$ cat config.mk
export PLATFORM = sky130hd
export DESIGN_NAME = ramp_chk_pair
export DESIGN_NICKNAME = d
export VERILOG_FILES = /design/src/rtl/ramp_chk_pair.sv
export SDC_FILE = /design/constraint.sdc
export NUM_CORES = 1
export LEC_CHECK = 0
export BUFFER_PORTS_ARGS = -buffer_cell sky130_fd_sc_hd__buf_2
export CORE_MARGIN = 5
export CORE_UTILIZATION = 45
export CTS_BUF_LIST = sky130_fd_sc_hd__clkbuf_4
export DETAILED_ROUTE_END_ITERATION = 6
export PLACE_DENSITY = 0.75
export RECOVER_POWER = 100
export REMOVE_ABC_BUFFERS = 1
export SLEW_MARGIN = 10
export SYNTH_ARGS = -nofsm -noshare
export SYNTH_HDL_FRONTEND = slang
export SYNTH_SLANG_ARGS = --single-unit
$ cat constraint.sdc
create_clock -name clk -period 4 [get_ports clk]
set_clock_uncertainty 0.2 [all_clocks]
set_input_delay 0.6 -clock clk [delete_from_list [all_inputs] [get_ports clk]]
set_output_delay 0.6 -clock clk [all_outputs]
set_load 0.02 [all_outputs]
$ cat src/rtl/ramp_chk_pair.sv
module ramp_chk_pair #(
  parameter int SAMPLE_W = 14,
  parameter int PAD_W    = 2,
  parameter int CNT_W    = 16
) (
  input  logic                              clk,
  input  logic                              rst_n,
  input  logic                              en,
  input  logic                              valid,
  input  logic [2*(SAMPLE_W+PAD_W)-1:0]     word,
  output logic                              i_locked,
  output logic                              i_err,
  output logic [CNT_W-1:0]                  i_err_cnt,
  output logic                              q_locked,
  output logic                              q_err,
  output logic [CNT_W-1:0]                  q_err_cnt
);
  localparam int LANE_W = SAMPLE_W + PAD_W;

  logic             lock_q [2];
  logic             err_q  [2];
  logic [CNT_W-1:0] cnt_q  [2];

  for (genvar g = 0; g < 2; g++) begin : g_lane
    logic [LANE_W-1:0]   lane;
    logic [SAMPLE_W-1:0] smp, prev_q, expect_v;

    if (g == 0) begin : g_inv
      assign lane = ~word[2*LANE_W-1:LANE_W];
    end else begin : g_dir
      assign lane = word[LANE_W-1:0];
    end

    assign smp      = lane[LANE_W-1 -: SAMPLE_W];
    assign expect_v = prev_q + 1'b1;

    always_ff @(posedge clk or negedge rst_n) begin
      if (!rst_n) begin
        lock_q[g] <= 1'b0;
        err_q[g]  <= 1'b0;
        cnt_q[g]  <= '0;
        prev_q    <= '0;
      end else if (!en) begin
        lock_q[g] <= 1'b0;
        err_q[g]  <= 1'b0;
        cnt_q[g]  <= '0;
        prev_q    <= '0;
      end else if (valid) begin
        if (!lock_q[g]) begin
          if (smp == '0) begin
            lock_q[g] <= 1'b1;
            prev_q    <= smp;
          end
        end else begin
          if (smp != expect_v) begin
            err_q[g] <= 1'b1;
            if (cnt_q[g] != '1) cnt_q[g] <= cnt_q[g] + 1'b1;
          end
          prev_q <= smp;
        end
      end
    end
  end

  assign i_locked  = lock_q[0];
  assign i_err     = err_q[0];
  assign i_err_cnt = cnt_q[0];
  assign q_locked  = lock_q[1];
  assign q_err     = err_q[1];
  assign q_err_cnt = cnt_q[1];
endmodule

# Yosys cells after proc, flatten, opt, wreduce, memory -nomap -nowiden

Index checks and enable logic that the tools add are counted.

Register bits: 64
Output and inout bits: 36

Reduce and logical (&&, ||, !) cells: 8
Multiplexer cells: 34
Add/subtract/negate cells: 4
Bitwise logic cells: 1
Equality and inequality tests: 13

Operators with widths:

| operator                                       | number |
|---|---|
| two-way mux 16 bit                             | 10 |
| two-way mux 14 bit                             | 8 |
| adder 16 x 1 -> 16 bit (second input constant) | 2 |
| != test 16 bit (second input constant)         | 2 |
| adder 14 x 1 -> 14 bit (second input constant) | 2 |
| logical NOT 14 bit                             | 2 |
| != test 14 bit                                 | 2 |
| two-way mux 1 bit                              | 16 |
| inverter 16 bit                                | 1 |
| != test 2 x 1 -> 1 bit (second input constant) | 7 |
| AND reduction 4 bit                            | 2 |
| != test 3 x 1 -> 1 bit (second input constant) | 2 |
| AND reduction 3 bit                            | 2 |
| AND reduction 2 bit                            | 2 |

# Longest topological paths before layout

Gate-level depths: netlist of the first run.

Depth after elaboration: 6
Gate-level depth with buffers: 10

# Least setup slack after synthesis of the first run

No wires, ideal clock.

Path kind: reg2reg
From: reg g_lane[1].prev_q[0]
To: reg cnt_q, in the netlist q_err_cnt[0]
Data required time: 3,668 ps
Path buffers: 2
Arrival: 2,511 ps
Setup slack: 1,157 ps
Cell stages (with the launch flop): 11
Cell sequence: dfrtp_1 -> ha_1 -> buf_2 -> xor3_1 -> nor3_1 -> o311ai_0 -> a2111o_1 -> a2111oi_4 -> buf_6 -> mux2i_1 -> o21ai_1

Longest elaborated chain between the ends: 4

RTL lines:

| element                          | line | source |
|---|---|---|
| start: declaration               | 26   | `logic [SAMPLE_W-1:0] smp, prev_q, expect_v;` |
| start signal: assignment         | 52   | `prev_q <= smp;` |
| start signal: assignment         | 59   | `prev_q <= smp;` |
| adder 14 x 1 -> 14 bit           | 35   | `assign expect_v = prev_q + 1'b1;` |
| != test 14 bit                   | 55   | `if (smp != expect_v) begin` |
| != test 2 x 1 -> 1 bit (no line) | --   |  |
| AND reduction 4 bit (no line)    | --   |  |
| end signal: indexed assignment   | 41   | `cnt_q[g] <= '0;` |
| end signal: indexed assignment   | 46   | `cnt_q[g] <= '0;` |
| end: declaration                 | 22   | `logic [CNT_W-1:0] cnt_q [2];` |

Every way passes these cells.
A chain may end at the register's enable or synchronous reset.

# Worst setup path in the final report of the first run

From: in en
To: reg cnt_q, in the netlist i_err_cnt[0]

Longest elaborated chain between the ends: 2
Elaborated cells on any way between the ends: 6
Classes of those cells: eq/ne: 4; mux: 1; reduce/logical: 1

RTL lines:

| element                          | line | source |
|---|---|---|
| start: declaration               | 8    | `input logic en,` |
| != test 2 x 1 -> 1 bit (no line) | --   |  |
| AND reduction 4 bit (no line)    | --   |  |

Parallel ways exist; a longest one is shown, timed or not.

==> flow_summary.json, run 1 <==
{
  "status": "finished, violations left",
  "violations": "max-capacitance violations, max-slew violations",
  "clock_latency_ps": 410,
  "ir_drop_mv": 0.176,
  "async_flop_share_pct": 100,
  "yosysTopAreaCell": "dfrtp_1",
  "antenna_found_initial": 0,
  "dp_hpwl_um": 7720,
  "r2r_cells": 9,
  "powerDensity_mw_per_mm2": 280,
  "p_clk_share_pct": 31.9,
  "r2r-start": "g_lane[1].prev_q[0]$_DFFE_PN0P_",
  "cp.arrival_ps": 3650,
  "synth_area_leaders": "dfrtp_1, nand2_1, o31ai_1, xnor2_1, nand3_1",
  "cp_max_fo": 46,
  "cts_root_buf": "clkbuf_4",
  "intPower_mw": 0.941,
  "rows": 35,
  "nets": 602,
  "grt_util_all_layers_pct": 19.6,
  "critPathCaptureType": "flip-flop",
  "cts_hold_repair.buffers": 0,
  "clock-sinks": 64,
  "power.leakage_nw": 1.94,
  "routed_via_density": 5.94,
  "dieArea_mm2": 0.0115,
  "postCtsSetupRepairBufs": 0,
  "min_period_ps": 3560,
  "start_kind": "input pin",
  "gp_routability_congestion": 0.904,
  "hold_class": "in2reg",
  "firstDrtPassIters": 4,
  "place_area_mm2": 0.00470,
  "p_seq_share_pct": 53.3,
  "fin_util_pct": 51.6,
  "drv_slew": 85,
  "yosys_warnings": 0,
  "wirelength_um": 10900,
  "startpoint": "en",
  "drt_iter0_markers": 160,
  "cts_tree": "done",
  "postCtsResizedCells": 0,
  "cts_made_buffers": 9,
  "htreeDepth": 3,
  "tightest_slew_ps": 2080,
  "finalCritPeriodShare_pct": 88.9,
  "grt_max_degree": 47,
  "synth_area_per_cell_um2": 8.48,
  "netlist_instances": 504,
  "drv_cap": 2,
  "p_sw_share_pct": 29.5,
  "dr_total_vias": 4133,
  "area_growth_pct": 11.6,
  "grt_pass1_vias": 3971,
  "grt_setup_unrepaired": "no",
  "synth_top_cell_area_share_pct": 37.5,
  "slowest_delay_ps": 1470,
  "ioPinCount": 72,
  "die_h_um": 107,
  "antenna_left": 0,
  "finalHoldViolCount": 0,
  "netlist_area_mm2": 0.00427,
  "setup_tns_ps": 0,
  "clock_path_buffers": 2,
  "floorplan.initialDensity_pct": 46.2,
  "core_area_mm2": 0.00924,
  "routedWlPerCell_um": 15.7,
  "switching_power_mw": 0.394,
  "relSlewSlack_pct": -38.6,
  "final_layout_size_suffix_gt1_share_pct": 10.1,
  "die_width_um": 107,
  "yosys.cell_types.count": 63,
  "achievable-frequency_mhz": 281,
  "critPathKind": "in2reg",
  "cp-endpoint": "i_err_cnt[0]$_DFFE_PN0P_",
  "setup_violations": 0,
  "synthFlopType": "dfrtp_1",
  "ys_ff_latch": 64,
  "path_cells": "clkbuf_1 > buf_4 > inv_1 > clkbuf_1 > nor2_1 > nor2_1 > mux2_2",
  "grt_pass1_wl_um": 18700,
  "design_area_mm2": 0.00477,
  "yosysSeqAreaShare_pct": 37.5,
  "power_frac_comb_pct": 14.8,
  "path_clk_slew_ps": 120,
  "crit_slowest_cell": "clkbuf_1",
  "synth_edf_count": 0,
  "min_from": "word[25]",
  "cp.required_ps": 4100,
  "drcViolationCount": 0,
  "n_antenna_cell": 0,
  "io_buffers": 67,
  "overflow": 0,
  "r2r_slack_ps": 540,
  "reg2reg_to": "q_err_cnt[8]$_DFFE_PN0P_"
}
==> critical path, delay by kind of cell <==
family / cells / cell delay (ps)
multiplexers: 1 / 340
AND/OR/NAND/NOR: 2 / 590
buffers and inverters: 4 / 2070
==> cells in the final DEF (no fill, tap or decap), types with 12 or more instances in the layout <==
| master | Yosys | final |
|---|---|---|
| and3_1 | 12 | 12 |
| nand4_1 | 15 | 15 |
| nand3_1 | 28 | 28 |
| dfrtp_1 | 64 | 64 |
| nand2_1 | 90 | 90 |
| xnor2_1 | 18 | 18 |
| buf_2 | 7 | 29 |
| nor3_1 | 14 | 14 |
| xor2_1 | 14 | 14 |
| o31ai_1 | 22 | 22 |
| o21ai_0 | 28 | 29 |
| clkbuf_1 | 16 | 39 |
| mux2i_1 | 13 | 13 |
| nor2_1 | 24 | 24 |
| nor4_1 | 17 | 17 |
| a21oi_1 | 14 | 14 |
==> flip-flops by register name, summed over array words and instances (netlist names) <==
signal and flops:
i_err_cnt 16, q_err_cnt 16, i_locked 1, q_err 1
g_lane.prev_q 28, i_err 1, q_locked 1
==> Yosys cell counts (9+ instances only) <==
library cell	instances
a21oi_1	14
and3_1	12
clkbuf_1	16
dfrtp_1	64
mux2i_1	13
nand2_1	90
nand3_1	28
nand4_1	15
nor2_1	24
nor3_1	14
nor4_1	17
o211ai_1	9
o21ai_0	28
o31ai_1	22
xnor2_1	18
xor2_1	14
==> metrics by stage <==
step | hold WS, ps | std cells | total power [mW] | worst slack (ps)
after floorplan | 104 | 477 | 0.833 | 741
final | 198 | 696 | 1.33 | 444
after detailed placement | 283 | 680 | 0.923 | 568
after global routing | 181 | 696 | 1.41 | 184
after global placement | 274 | 680 | 0.914 | 650
after CTS | 107 | 696 | 1.35 | 561
==> area by class of cell <==
type | instances | area [µm²]
Sequential cell | 64 | 1600
Inverter | 7 | 26.3
Multi-Input combinational cell | 406 | 2520
Clock buffer | 10 | 75.1
Clock inverter | 6 | 50.0
Fill cell | 885 | 4470
Tap cell | 129 | 161
Timing Repair Buffer | 74 | 332
==> worst min path at each step <==
| stage | end | slack [ps] | depth (start not counted) |
|---|---|---|---|
| after CTS | q_err_cnt[7]$_DFFE_PN0P_ | 110 | 1 |
| after global routing | g_lane[0].prev_q[8]$_DFFE_PN0P_ | 180 | 2 |
| after floorplan | g_lane[0].prev_q[0]$_DFFE_PN0P_ | 100 | 0 |
| after global placement | q_err$_DFFE_PN0P_ | 270 | 1 |
| after detailed placement | i_err$_DFFE_PN0P_ | 280 | 1 |
| final | g_lane[0].prev_q[7]$_DFFE_PN0P_ | 200 | 2 |
==> kinds of logic after synthesis <==
group	count (synthesis)	synth area share, %
XOR/XNOR	33	7.12
multiplexers	14	3.31
AND/OR/NAND/NOR	237	27.8
AO/OA/AOI/OAI	118	19.7
adder cells (fa/ha/maj)	4	1.17
flip-flops	64	37.5
buffers and inverters	34	3.46
==> power by group through the flow <==
stage	clock network, mW	registers (mW)	logic [mW]
finish	0.426	0.711	0.198
global route	0.469	0.718	0.221
CTS	0.441	0.710	0.201
detailed placement	0	0.723	0.200
global placement	0	0.721	0.193
floorplan	0	0.719	0.114
==> layer usage <==
layer | share of wire, % | GRT usage, %
met2 | 47 | 31.7
met5 | 0 | 0
met4 | 1.5 | 6.49
met3 | 5.4 | 3.42
met1 | 46 | 26.5
No activity file was read; power rests on OpenSTA's default activity.
==> run 2: changes to the inputs <==
--- a/config.mk
+++ b/config.mk
@@ -5,12 +5,13 @@
 export SDC_FILE = /design/constraint.sdc
 export NUM_CORES = 1
 export LEC_CHECK = 0
-export BUFFER_PORTS_ARGS = -buffer_cell sky130_fd_sc_hd__buf_2
+export BUFFER_PORTS_ARGS = -buffer_cell sky130_fd_sc_hd__clkbuf_2
 export CORE_MARGIN = 5
-export CORE_UTILIZATION = 45
+export CORE_UTILIZATION = 50
 export CTS_BUF_LIST = sky130_fd_sc_hd__clkbuf_4
 export DETAILED_ROUTE_END_ITERATION = 6
-export PLACE_DENSITY = 0.75
+export GPL_ROUTABILITY_DRIVEN = 0
+export PLACE_DENSITY = 0.81
 export RECOVER_POWER = 100
 export REMOVE_ABC_BUFFERS = 1
 export SLEW_MARGIN = 10
==> flow_summary.json, run 2 (synthesis gave the netlist of run 1 again) <==
{
  "status": "finished, violations left",
  "violations": "max-capacitance violations, max-slew violations",
  "grt_util_all_layers_pct": 21.8,
  "path_cells": "ha_1 > xor3_1 > nor3_1 > o311ai_0 > a2111o_1 > a2111oi_4 > clkbuf_2 > nand3b_1 > o21ai_0",
  "finalCritPeriodShare_pct": 88.9,
  "power.leakage_nw": 1.96,
  "drcViolationCount": 0,
  "firstDrtPassIters": 5,
  "cp_top_family": "compound AO/OA/AOI/OAI gates",
  "htreeDepth": 3,
  "tightest_slew_ps": 1630,
  "cts_made_buffers": 9,
  "dp_slack_ps": 633,
  "dr_total_vias": 4133,
  "grt_pass1_wl_um": 18400,
  "cp.arrival_ps": 3660,
  "cts_hold_repair.buffers": 0,
  "area_growth_pct": 12.2,
  "drv_slew": 65,
  "relSlewSlack_pct": -8.36,
  "min_period_ps": 3560,
  "postCtsResizedCells": 0,
  "ioPinCount": 72,
  "powerDensity_mw_per_mm2": 311,
  "power_mw": 1.49,
  "slowest_delay_ps": 480,
  "routed_via_density": 6.14,
  "ir_drop_mv": 0.189,
  "drt_iter0_markers": 208,
  "grt_max_degree": 65,
  "dp_hpwl_um": 7740,
  "drv_cap": 1,
  "finalHoldViolCount": 0,
  "cp.required_ps": 4100,
  "nets": 603,
  "dieArea_mm2": 0.0105,
  "setup_ws_ps": 443,
  "core_area_mm2": 0.00826,
  "wirelength_um": 11000,
  "final_common_cell": "nand2_1",
  "path_clk_slew_ps": 120,
  "die_h_um": 102,
  "clock_latency_ps": 420,
  "cts_tree": "done",
  "start_kind": "flip-flop",
  "crit_slowest_cell": "a2111o_1",
  "antenna_found_initial": 0,
  "cts_root_buf": "clkbuf_4",
  "cp_num_buf_inv": 1,
  "multi_input_area_mm2": 0.00252,
  "mostFrequentLayoutCells": "nand2_1, dfrtp_1, clkbuf_1, clkbuf_2, o21ai_0",
  "critPathKind": "reg2reg",
  "n_antenna_cell": 0,
  "largest_reg_flops": 28,
  "antenna_left": 0,
  "critPathCaptureType": "flip-flop",
  "floorplan.initialDensity_pct": 51.7,
  "fillers": 771,
  "io_buffers": 67,
  "overflow": 0,
  "achievable-frequency_mhz": 281,
  "clock_path_buffers": 2,
  "largest-register": "g_lane.prev_q",
  "setup_violations": 0,
  "clock-sinks": 64,
  "seq_area_mm2": 0.00160,
  "die_width_um": 102,
  "setup_tns_ps": 0,
  "routedWlPerCell_um": 16.4,
  "grt_setup_unrepaired": "no",
  "cp_max_fo": 22,
  "final_layout_size_suffix_gt1_share_pct": 10.4,
  "postCtsSetupRepairBufs": 0,
  "grt_pass1_vias": 3917,
  "rows": 33,
  "hold_class": "in2reg"
}
[run 2: cell count changes in the layout (fill, tap and decap cells not counted), moves of 3 or more]
cell and delta:
clkbuf_2 +30, buf_2 -29, clkinv_1 -4, buf_4 -3, clkbuf_1 +3
[run 2: power by group]
group / total [mW] / switching, mW / leakage (nW) / internal, mW
combinational: 0.199 / 0.120 / 1.00 / 0.0784
clock: 0.582 / 0.265 / 0.0961 / 0.317
sequential: 0.712 / 0.0395 / 0.864 / 0.673
[run 2: worst paths after layout]
kind | startpoint | slack [ps] | end | cells past startpoint
worst max-delay path | g_lane[1].prev_q[0]$_DFFE_PN0P_ | 440 | q_err_cnt[8]$_DFFE_PN0P_ | 9
worst min-delay path | word[26] | 190 | g_lane[0].prev_q[8]$_DFFE_PN0P_ | 2
worst max register to register | g_lane[1].prev_q[0]$_DFFE_PN0P_ | 440 | q_err_cnt[8]$_DFFE_PN0P_ | 9
worst min register to register | q_err$_DFFE_PN0P_ | 310 | q_err$_DFFE_PN0P_ | 1
max in group asynchronous | rst_n | 2160 | i_err_cnt[14]$_DFFE_PN0P_ | 2
min in group asynchronous | rst_n | 440 | q_err_cnt[5]$_DFFE_PN0P_ | 2
[run 2: layout make-up]
| class | count | share of cell area, % |
|---|---|---|
| Clock inverter | 7 | 2.51 |
| Inverter | 7 | 0.548 |
| Clock buffer | 9 | 1.41 |
| Sequential cell | 64 | 33.4 |
| Multi-Input combinational cell | 406 | 52.6 |
| Timing Repair Buffer | 75 | 6.78 |
| Tap cell | 105 | 2.74 |
[run 2: per-stage QoR]
step / std cells / area, µm² / util, % / hold slack (ps)
after floorplan: 477 / 4150 / - / 104
after global placement: 657 / 4680 / 56.7 / 275
after detailed placement: 657 / 4680 / 56.7 / 283
after CTS: 673 / 4870 / 58.9 / 167
after global routing: 673 / 4790 / 58.1 / 165
final: 673 / 4790 / 58.1 / 186
[run 2: layer usage]
metal	vias to the layer above	track usage (%)	wire [µm]
li1	2002	-	-
met1	1959	29.0	4840
met2	147	35.2	5310
met3	25	4.44	691
met4	0	7.77	201
met5	-	0	0
==> run 3: changes to the inputs <==
--- a/config.mk
+++ b/config.mk
@@ -8,7 +8,6 @@
 export BUFFER_PORTS_ARGS = -buffer_cell sky130_fd_sc_hd__clkbuf_2
 export CORE_MARGIN = 5
 export CORE_UTILIZATION = 50
-export CTS_BUF_LIST = sky130_fd_sc_hd__clkbuf_4
 export DETAILED_ROUTE_END_ITERATION = 6
 export GPL_ROUTABILITY_DRIVEN = 0
 export PLACE_DENSITY = 0.81
==> flow_summary.json, run 3 (synthesis gave the netlist of run 1 again) <==
{
  "floorplan.initialDensity_pct": 51.7,
  "antenna_left": 0,
  "grt_max_degree": 65,
  "postCtsResizedCells": 0,
  "dp_hpwl_um": 7740,
  "routedLengthMet1_um": 4850,
  "cts_made_buffers": 9,
  "r2r_cells": 8,
  "overflow": 0,
  "rows": 33,
  "finalCritPeriodShare_pct": 88.9,
  "grt_setup_unrepaired": "no",
  "die_h_um": 102,
  "dr_total_vias": 4112,
  "hold_class": "in2reg",
  "min_period_ps": 3550,
  "grt_pass1_vias": 3914,
  "reg2reg_to": "i_err$_DFFE_PN0P_",
  "dp_slack_ps": 633,
  "wirelength_um": 11000,
  "holdPathEnd": "g_lane[0].prev_q[8]$_DFFE_PN0P_",
  "n_antenna_cell": 0,
  "power_mw": 1.60,
  "die_width_um": 102,
  "clock-sinks": 64,
  "violations": "max-capacitance violations, max-slew violations",
  "r2r_slack_ps": 450,
  "core_area_mm2": 0.00826,
  "ir_drop_mv": 0.233,
  "area_growth_pct": 13.5,
  "achievable-frequency_mhz": 281,
  "setup_violations": 0,
  "design_area_mm2": 0.00485,
  "cp.required_ps": 4030,
  "antenna_found_initial": 0,
  "drv_slew": 65,
  "status": "finished, violations left",
  "whs_ps": 263,
  "dieArea_mm2": 0.0105,
  "route.met2.wl_um": 5250,
  "routed_via_density": 6.11,
  "place_area_mm2": 0.00468,
  "critPathKind": "reg2reg",
  "hold_path_depth": 2,
  "mostFrequentLayoutCells": "nand2_1, dfrtp_1, clkbuf_1, clkbuf_2, o21ai_0",
  "final_common_cell": "nand2_1",
  "ioPinCount": 72,
  "routedWlPerCell_um": 16.3,
  "grt_pass1_wl_um": 18400,
  "powerDensity_mw_per_mm2": 331,
  "clock_path_buffers": 2,
  "cp.arrival_ps": 3590,
  "relSlewSlack_pct": -9.27,
  "fin_util_pct": 58.7,
  "postCtsSetupRepairBufs": 0,
  "drcViolationCount": 0,
  "r2r-start": "g_lane[0].prev_q[5]$_DFFE_PN0P_",
  "start_kind": "flip-flop",
  "htreeDepth": 3,
  "largest_reg_flops": 28,
  "min_from": "word[26]",
  "grt_util_all_layers_pct": 21.8,
  "cts_root_buf": "clkbuf_8",
  "largest-register": "g_lane.prev_q",
  "nets": 603,
  "cp_max_fo": 23,
  "cts_tree": "done",
  "top_layer_used": "met4",
  "clock_latency_ps": 350,
  "routed-wl-met3_um": 637,
  "finalHoldViolCount": 0,
  "cts_hold_repair.buffers": 0,
  "tightest_slew_ps": 1640,
  "drv_cap": 1,
  "finalNonFillerCells": 673,
  "setup_ws_ps": 446,
  "io_buffers": 67,
  "drt_iter0_markers": 201,
  "final_layout_size_suffix_gt1_share_pct": 10.4,
  "critPathCaptureType": "flip-flop",
  "power.leakage_nw": 1.99,
  "firstDrtPassIters": 4,
  "path_clk_slew_ps": 80,
  "placedCellCount": 657,
  "setup_tns_ps": 0
}
## run 3: cell counts in the layout (fill, tap and decap cells not counted)
No cell type changed its count.
## run 3: power breakdown
group / switching (mW) / total (mW) / internal [mW]
clock: 0.280 / 0.695 / 0.415
sequential: 0.0392 / 0.712 / 0.673
combinational: 0.120 / 0.198 / 0.0784
## run 3: per-layer routing
layer	global-route usage, %	vias to the layer above
li1	-	1999
met1	29.3	1970
met2	34.6	120
met3	5.53	23
met4	7.27	0
met5	0	-
## run 3: worst max-delay path by stage
| stage | end | cells past startpoint | slack [ps] | startpoint |
|---|---|---|---|---|
| floorplan | q_err_cnt[2]$_DFFE_PN0P_ | 8 | 740 | g_lane[1].prev_q[0]$_DFFE_PN0P_ |
| detailed placement | q_err_cnt[2]$_DFFE_PN0P_ | 9 | 630 | g_lane[1].prev_q[0]$_DFFE_PN0P_ |
| global route | g_lane[0].prev_q[3]$_DFFE_PN0P_ | 8 | 220 | en |
| finish | i_err$_DFFE_PN0P_ | 8 | 450 | g_lane[0].prev_q[5]$_DFFE_PN0P_ |
| CTS | q_err_cnt[8]$_DFFE_PN0P_ | 9 | 620 | g_lane[1].prev_q[0]$_DFFE_PN0P_ |
| global placement | q_err_cnt[8]$_DFFE_PN0P_ | 9 | 670 | g_lane[1].prev_q[0]$_DFFE_PN0P_ |
## run 3: critical path: stages (launching register included)
cell and delay [ps]:
dfrtp_1 470, and4_1 320, and2_0 210, a31o_2 250, a2111oi_0 390, o2111a_1 290
clkbuf_1 890, nor2_1 170, o21a_1 230
## run 3: final cells by class
cell class                 instances  area, µm²
sequential                        64       1600
timing repair buffer              75        325
fill                             767       3410
tap                              105        131
clock buffer                       9        124
clock inverter                     7        120
multi-input combinational        406       2520
inverter                           7       26.3
